<file path="src/rtl/usb_isr_pkg.sv">
// Package: shared bit positions of the interrupt status byte.
// Assumes: an 8-bit status byte with the summary bit at the top.
package usb_isr_pkg;
    localparam int STW       = 8;  // status byte width
    localparam int STICKY_W  = 6;  // number of sticky, software-cleared bits
    localparam int B_SOF     = 0;
    localparam int B_BUSRST  = 1;
    localparam int B_RESUME  = 2;
    localparam int B_SUSPEND = 3;
    localparam int B_ERROR   = 4;
    localparam int B_OVR     = 5;
    localparam int B_ZERO    = 6;
    localparam int B_CTR     = 7;
endpackage

</file>
<file path="src/rtl/usb_isr_flag.sv">
// Module: one sticky status bit, set by hardware, cleared by software.
// Assumes: a set and a clear in the same cycle resolve to set.
module usb_isr_flag (
    input  logic clk,
    input  logic rst_n,
    input  logic hw_set,
    input  logic sw_clr,
    output logic q
);
    // Hold the bit; set has priority over clear.
    always_ff @(posedge clk) begin
        if (!rst_n)      q <= 1'b0;
        else if (hw_set) q <= 1'b1;
        else if (sw_clr) q <= 1'b0;
    end
endmodule

</file>
<file path="src/rtl/usb_isr_ctr_sum.sv">
// Module: live correct-transfer summary over all endpoint flags.
// Assumes: the flags are levels held in endpoint registers elsewhere.
module usb_isr_ctr_sum #(
    parameter int NUM_EP = 3
) (
    input  logic              ep0_ctr,
    input  logic [NUM_EP-1:0] epn_rx_ctr,
    input  logic [NUM_EP-1:0] epn_tx_ctr,
    output logic              ctr_any
);
    // Reduce every source flag into one level.
    always_comb ctr_any = ep0_ctr | (|epn_rx_ctr) | (|epn_tx_ctr);
endmodule

</file>
<file path="src/rtl/usb_isr_ovr_detect.sv">
// Module: setup-overrun detection and transfer-info update gating.
// Assumes: ep0_ctr shows the flag before this transfer would set it.
module usb_isr_ovr_detect (
    input  logic xfer_done,
    input  logic xfer_setup,
    input  logic ep0_ctr,
    output logic ovr_evt,
    output logic info_upd
);
    // A SETUP landing on a still-pending control endpoint is an overrun.
    always_comb ovr_evt = xfer_done & xfer_setup & ep0_ctr;
    // Transfer info is refreshed for every completion except an overrun.
    always_comb info_upd = xfer_done & ~ovr_evt;
endmodule

</file>
<file path="src/rtl/usb_isr_irq_mask.sv">
// Module: mask register and combined interrupt request.
// Assumes: the mask is written whole; any masked-in status bit requests.
module usb_isr_irq_mask #(
    parameter int W = 8
) (
    input  logic         clk,
    input  logic         rst_n,
    input  logic         mask_wr,
    input  logic [W-1:0] mask_wdata,
    input  logic [W-1:0] status,
    output logic [W-1:0] mask,
    output logic         irq
);
    // Load the mask on a write.
    always_ff @(posedge clk) begin
        if (!rst_n)       mask <= '0;
        else if (mask_wr) mask <= mask_wdata;
    end
    // Combine enabled status bits into one request.
    always_comb irq = |(status & mask);
endmodule

</file>
<file path="src/rtl/usb_irq_status_agg.sv">
// Module: USB device interrupt status byte with overrun detection.
// Assumes: event inputs are single-cycle pulses; writes clear on zero.
module usb_irq_status_agg #(
    parameter int NUM_EP = 3
) (
    input  logic              clk,
    input  logic              rst_n,
    input  logic              ev_sof,
    input  logic              ev_bus_reset,
    input  logic              ev_resume,
    input  logic              ev_suspend,
    input  logic              ev_error,
    input  logic              xfer_done,
    input  logic              xfer_setup,
    input  logic              ep0_ctr,
    input  logic [NUM_EP-1:0] epn_rx_ctr,
    input  logic [NUM_EP-1:0] epn_tx_ctr,
    input  logic              st_wr,
    input  logic [7:0]        st_wdata,
    input  logic              mask_wr,
    input  logic [7:0]        mask_wdata,
    output logic [7:0]        status,
    output logic [7:0]        mask,
    output logic              info_upd,
    output logic              irq
);
    import usb_isr_pkg::*;

    logic                ovr_evt;
    logic                ctr_any;
    logic [STICKY_W-1:0] set_vec;
    logic [STICKY_W-1:0] clr_vec;
    logic [STICKY_W-1:0] sticky_q;

    usb_isr_ovr_detect ovr_i (
        .xfer_done  (xfer_done),
        .xfer_setup (xfer_setup),
        .ep0_ctr    (ep0_ctr),
        .ovr_evt    (ovr_evt),
        .info_upd   (info_upd)
    );

    usb_isr_ctr_sum #(.NUM_EP(NUM_EP)) sum_i (
        .ep0_ctr    (ep0_ctr),
        .epn_rx_ctr (epn_rx_ctr),
        .epn_tx_ctr (epn_tx_ctr),
        .ctr_any    (ctr_any)
    );

    // Route each hardware event to its status position.
    always_comb begin
        set_vec            = '0;
        set_vec[B_SOF]     = ev_sof;
        set_vec[B_BUSRST]  = ev_bus_reset;
        set_vec[B_RESUME]  = ev_resume;
        set_vec[B_SUSPEND] = ev_suspend;
        set_vec[B_ERROR]   = ev_error;
        set_vec[B_OVR]     = ovr_evt;
    end

    // A write clears every sticky position written with zero.
    always_comb clr_vec = {STICKY_W{st_wr}} & ~st_wdata[STICKY_W-1:0];

    for (genvar i = 0; i < STICKY_W; i++) begin : g_flag
        usb_isr_flag flag_i (
            .clk    (clk),
            .rst_n  (rst_n),
            .hw_set (set_vec[i]),
            .sw_clr (clr_vec[i]),
            .q      (sticky_q[i])
        );
    end

    // Assemble the visible status byte.
    always_comb begin
        status                 = '0;
        status[STICKY_W-1:0]   = sticky_q;
        status[B_ZERO]         = 1'b0;
        status[B_CTR]          = ctr_any;
    end

    usb_isr_irq_mask #(.W(STW)) irq_i (
        .clk        (clk),
        .rst_n      (rst_n),
        .mask_wr    (mask_wr),
        .mask_wdata (mask_wdata),
        .status     (status),
        .mask       (mask),
        .irq        (irq)
    );
endmodule

</file>
<file path="config.mk">
export PLATFORM = sky130hd
export DESIGN_NAME = usb_irq_status_agg
export DESIGN_NICKNAME = d
export VERILOG_FILES = /design/src/rtl/usb_isr_pkg.sv /design/src/rtl/usb_isr_flag.sv /design/src/rtl/usb_isr_ctr_sum.sv /design/src/rtl/usb_isr_ovr_detect.sv /design/src/rtl/usb_isr_irq_mask.sv /design/src/rtl/usb_irq_status_agg.sv
export SDC_FILE = /design/constraint.sdc
export NUM_CORES = 1
export LEC_CHECK = 0
export BUFFER_PORTS_ARGS = -buffer_cell sky130_fd_sc_hd__buf_2
export CAP_MARGIN = 10
export CORE_MARGIN = 10
export CORE_UTILIZATION = 37
export CTS_CLUSTER_DIAMETER = 30
export DETAILED_ROUTE_END_ITERATION = 10
export PLACE_DENSITY = 0.77
export REMOVE_ABC_BUFFERS = 1
export SLEW_MARGIN = 15
export SYNTH_ARGS = -nofsm -noshare
export SYNTH_HDL_FRONTEND = slang
export SYNTH_SLANG_ARGS = --single-unit
</file>
<file path="constraint.sdc">
create_clock -name clk -period 0.94 [get_ports clk]
set_input_delay 0.188 -clock clk [delete_from_list [all_inputs] [get_ports clk]]
set_output_delay 0.188 -clock clk [all_outputs]
set_load 0.02 [all_outputs]
</file>
==> summary.txt <==
Outcome
  – Status: complete, but fails checks
  – Failing checks: negative setup slack

Global routing
  – Overflow after GRT: 0
  – Layer with the highest usage: met2
  – Initial antenna violation count: 0
  – Vias in the first global route: slightly below 700
  – Global-route met1 utilization: 0.126
  – First-pass GRT wire length: 3.37 mm
  – M2 GR Usage: 0.205
  – Largest net degree at the start of global routing: 15
  – Met3 usage: 0.0597
  – Total track usage: 0.120

Synthesis
  – Post-synth EDFFs: 0
  – Mean Syn Cell Area: 9.30 µm²
  – Primary FF master, synth: dfxtp_1
  – Compound-cell area share of the yosys netlist: 0.164
  – Mux share of post-synthesis cell area: 0.125
  – Synthesized flop and latch total: 14
  – Dominant cells by area after synthesis: dfxtp_1 44%, mux2i_1 12%, buf_4 9.4%, nor2b_1 7.8%, a21boi_0 7.0%
  – Async set-or-reset flop fraction in the synthesized netlist: 0
  – Synth Area in Adders: 0
  – Synth top area share: 0.437
  – Top cells by count, synth: 14 x dfxtp_1, 8 x buf_4, 8 x mux2i_1, 8 x nor2b_1
  – Largest family of logic cells by synthesized area: compound AO/OA/AOI/OAI gates
  – Synth unique cells: 17
  – Top-count cell post-synth: dfxtp_1
  – Mapped Cells: 69
  – Post-synthesis simple-gate area fraction: 0.127
  – Mapped cell area: between 600 and 700 µm²
  – Seq/Total Area, Yosys: 0.437
  – Biggest area consumer among synthesized cells: dfxtp_1
  – XOR/XNOR share of the synthesized area: 0
  – Syn. warnings: 0

Place
  – RePlAce Congestion: 0.712
  – Pre-CTS setup slack: -0.234 ns
  – Port Buffer Count: between 40 and 50
  – DP Wirelength: 1.63 mm

Cells and area
  – Share of layout cells above drive strength 1: 0.653
  – # nets final: 157
  – Antenna fix cells: 0
  – Area added between synthesis and finish: 75.6%
  – Final core utilization: 0.715

Routing
  – Iter 0 DRT Violations: 20
  – Drt wl/cell: roughly 17 µm
  – Number of remaining DRC errors: 0
  – Number of vias in the routed layout: between 600 and 700
  – Antenna Nets Post-Route: 0
  – First-pass DRT Iterations: 4
  – Via/cell ratio: 4.84
  – Final WL: 2.38 mm

Timing
  – Final WS setup: -0.436 ns
  – Final Skew: 0 ns
  – Min cycle time layout: roughly 1.4 ns
  – Max Freq: between 700 and 800 MHz
  – Final Hold Viols: 0
  – RSZ-0062 raised after global routing: yes
  – Fin. max-slew vios: 0
  – Period utilisation layout: 1.46
  – Setup tns final: -1.24 ns
  – Final setup violation count: 12

Worst setup path
  – Crit Path Max Fanout: 2
  – Critical path launch point: g_flag[4].flag_i.q
  – Crit path DAT: 1.19 ns
  – CP max stage delay: 0.33 ns
  – Critical path class: reg2out
  – Worst path bufs/invs: 1
  – CP startpoint kind: register
  – CP required: around 0.75 ns
  – Critical path depth in cells: 4
  – Reg2reg start: irq_i.mask[5]
  – Cells along the critical path: a22oi_2 > nand3_1 > a21o_1 > buf_6
  – Crit-path slowest cell: dfxtp_2
  – Cell family with most CP delay: compound AO/OA/AOI/OAI gates
  – CP Capture Type: primary output
  – FF-to-FF path depth: 3

Pwr
  – Power per cell area: 1230 nW/µm²
  – Peak VDD IR: approximately 0.8 mV
  – Pleak: roughly 0.57 nW

Clock tree
  – Clock Tree Root: clkbuf_4
  – H-Tree Level Count: 1
  – Maximum clock path buffer count: 2
  – Clock sinks: 14
  – Clock slew at reported path FFs: 0.08 ns
  – Hold_buf cts: 0
  – Worst-skew pair later-pin latency: ~0.26 ns
  – CTS tree: done
  – Num CTS Buffers: 3

Worst hold path
  – Hold depth: 3
  – Hold path start: ev_bus_reset
  – Hold crit path type: in2reg

Job
  – Max Cap Viol: 0

Die
  – Site row count: 14
  – Initial cell density of the core: 0.407
  – Die Y: around 62 µm
  – Die W: 61.7 µm
  – Die ar.: 3800 µm²
  – Core Area: 1580 µm²
  – IO Count: 52
==> sequential cells by signal (all words and copies together), names as in the netlist <==
name / count
irq_i.mask: 8
g_flag.flag_i.q: 6
==> area by class of cell <==
class	instances	area, µm²
tap	16	20.0
sequential	14	298
multi-input combinational	39	295
fill	103	449
inverter	6	22.5
clock buffer	3	22.5
timing repair buffer	59	469
==> metrics by stage <==
step	instances	cell area (µm²)	total power [mW]	hold slack, ns
finish	137	1130	1.39	0.149
CTS	136	1110	1.39	0.147
global route	137	1130	1.47	0.143
global placement	132	901	0.963	0.431
floorplan	59	573	0.800	0.316
detailed placement	132	901	0.971	0.444
==> where the power goes <==
| part | switching, mW | internal (mW) |
|---|---|---|
| sequential | 0.0312 | 0.638 |
| clock | 0.164 | 0.148 |
| combinational | 0.181 | 0.229 |
==> worst register-to-register path, cell delays in order, from the launching register on <==
cell	delay, ns
dfxtp_2	0.33
buf_6	0.11
mux2i_1	0.17
nor2b_1	0.07
==> path summary, 6_finish.rpt <==
path	end	slack, ns
max	irq	-0.44
max reg2reg	irq_i.mask[5]	0.16
min reg2reg	g_flag[2].flag_i.q	0.51
min	g_flag[1].flag_i.q	0.15
==> kinds of logic (layout without fill, tap and decap cells) <==
family                 count (synthesis)  count (layout)
multiplexers                           8               8
other                                  1               1
AND/OR/NAND/NOR                       14              14
AO/OA/AOI/OAI                         16              16
flip-flops                            14              14
buffers and inverters                 16              68
==> layout by cell type (no fill, tap or decap) <==
cell / synthesis / final
buf_2: 1 / 30
buf_6: 0 / 27
dfxtp_2: 0 / 14
mux2i_1: 8 / 8
nor2b_1: 8 / 8
inv_1: 6 / 6
o21ai_0: 6 / 6
a21boi_0: 6 / 6
clkbuf_4: 0 / 3
a22oi_2: 0 / 2
nand3_1: 2 / 2
buf_4: 8 / 2
nor4_4: 0 / 1
nor3_1: 1 / 1
nand2_1: 1 / 1
a22oi_1: 3 / 1
a21o_1: 1 / 1
and2_1: 1 / 1
conb_1: 1 / 1
==> per-layer routing <==
metal | share of wire | wire [µm] | vias up
met5 | 0 | 0 | -
met4 | 0.0046 | 11 | 0
met3 | 0.16 | 372 | 2
met2 | 0.48 | 1150 | 37
met1 | 0.36 | 846 | 297
li1 | - | - | 327
==> what timing repair did <==
action,in CTS,in global routing
setup buffers,2,2
pin swaps,5,0
gates resized for setup,59,3
setup endpoints to repair,16,15
hold endpoints to repair,0,0
(Power assumes the default switching activity.)
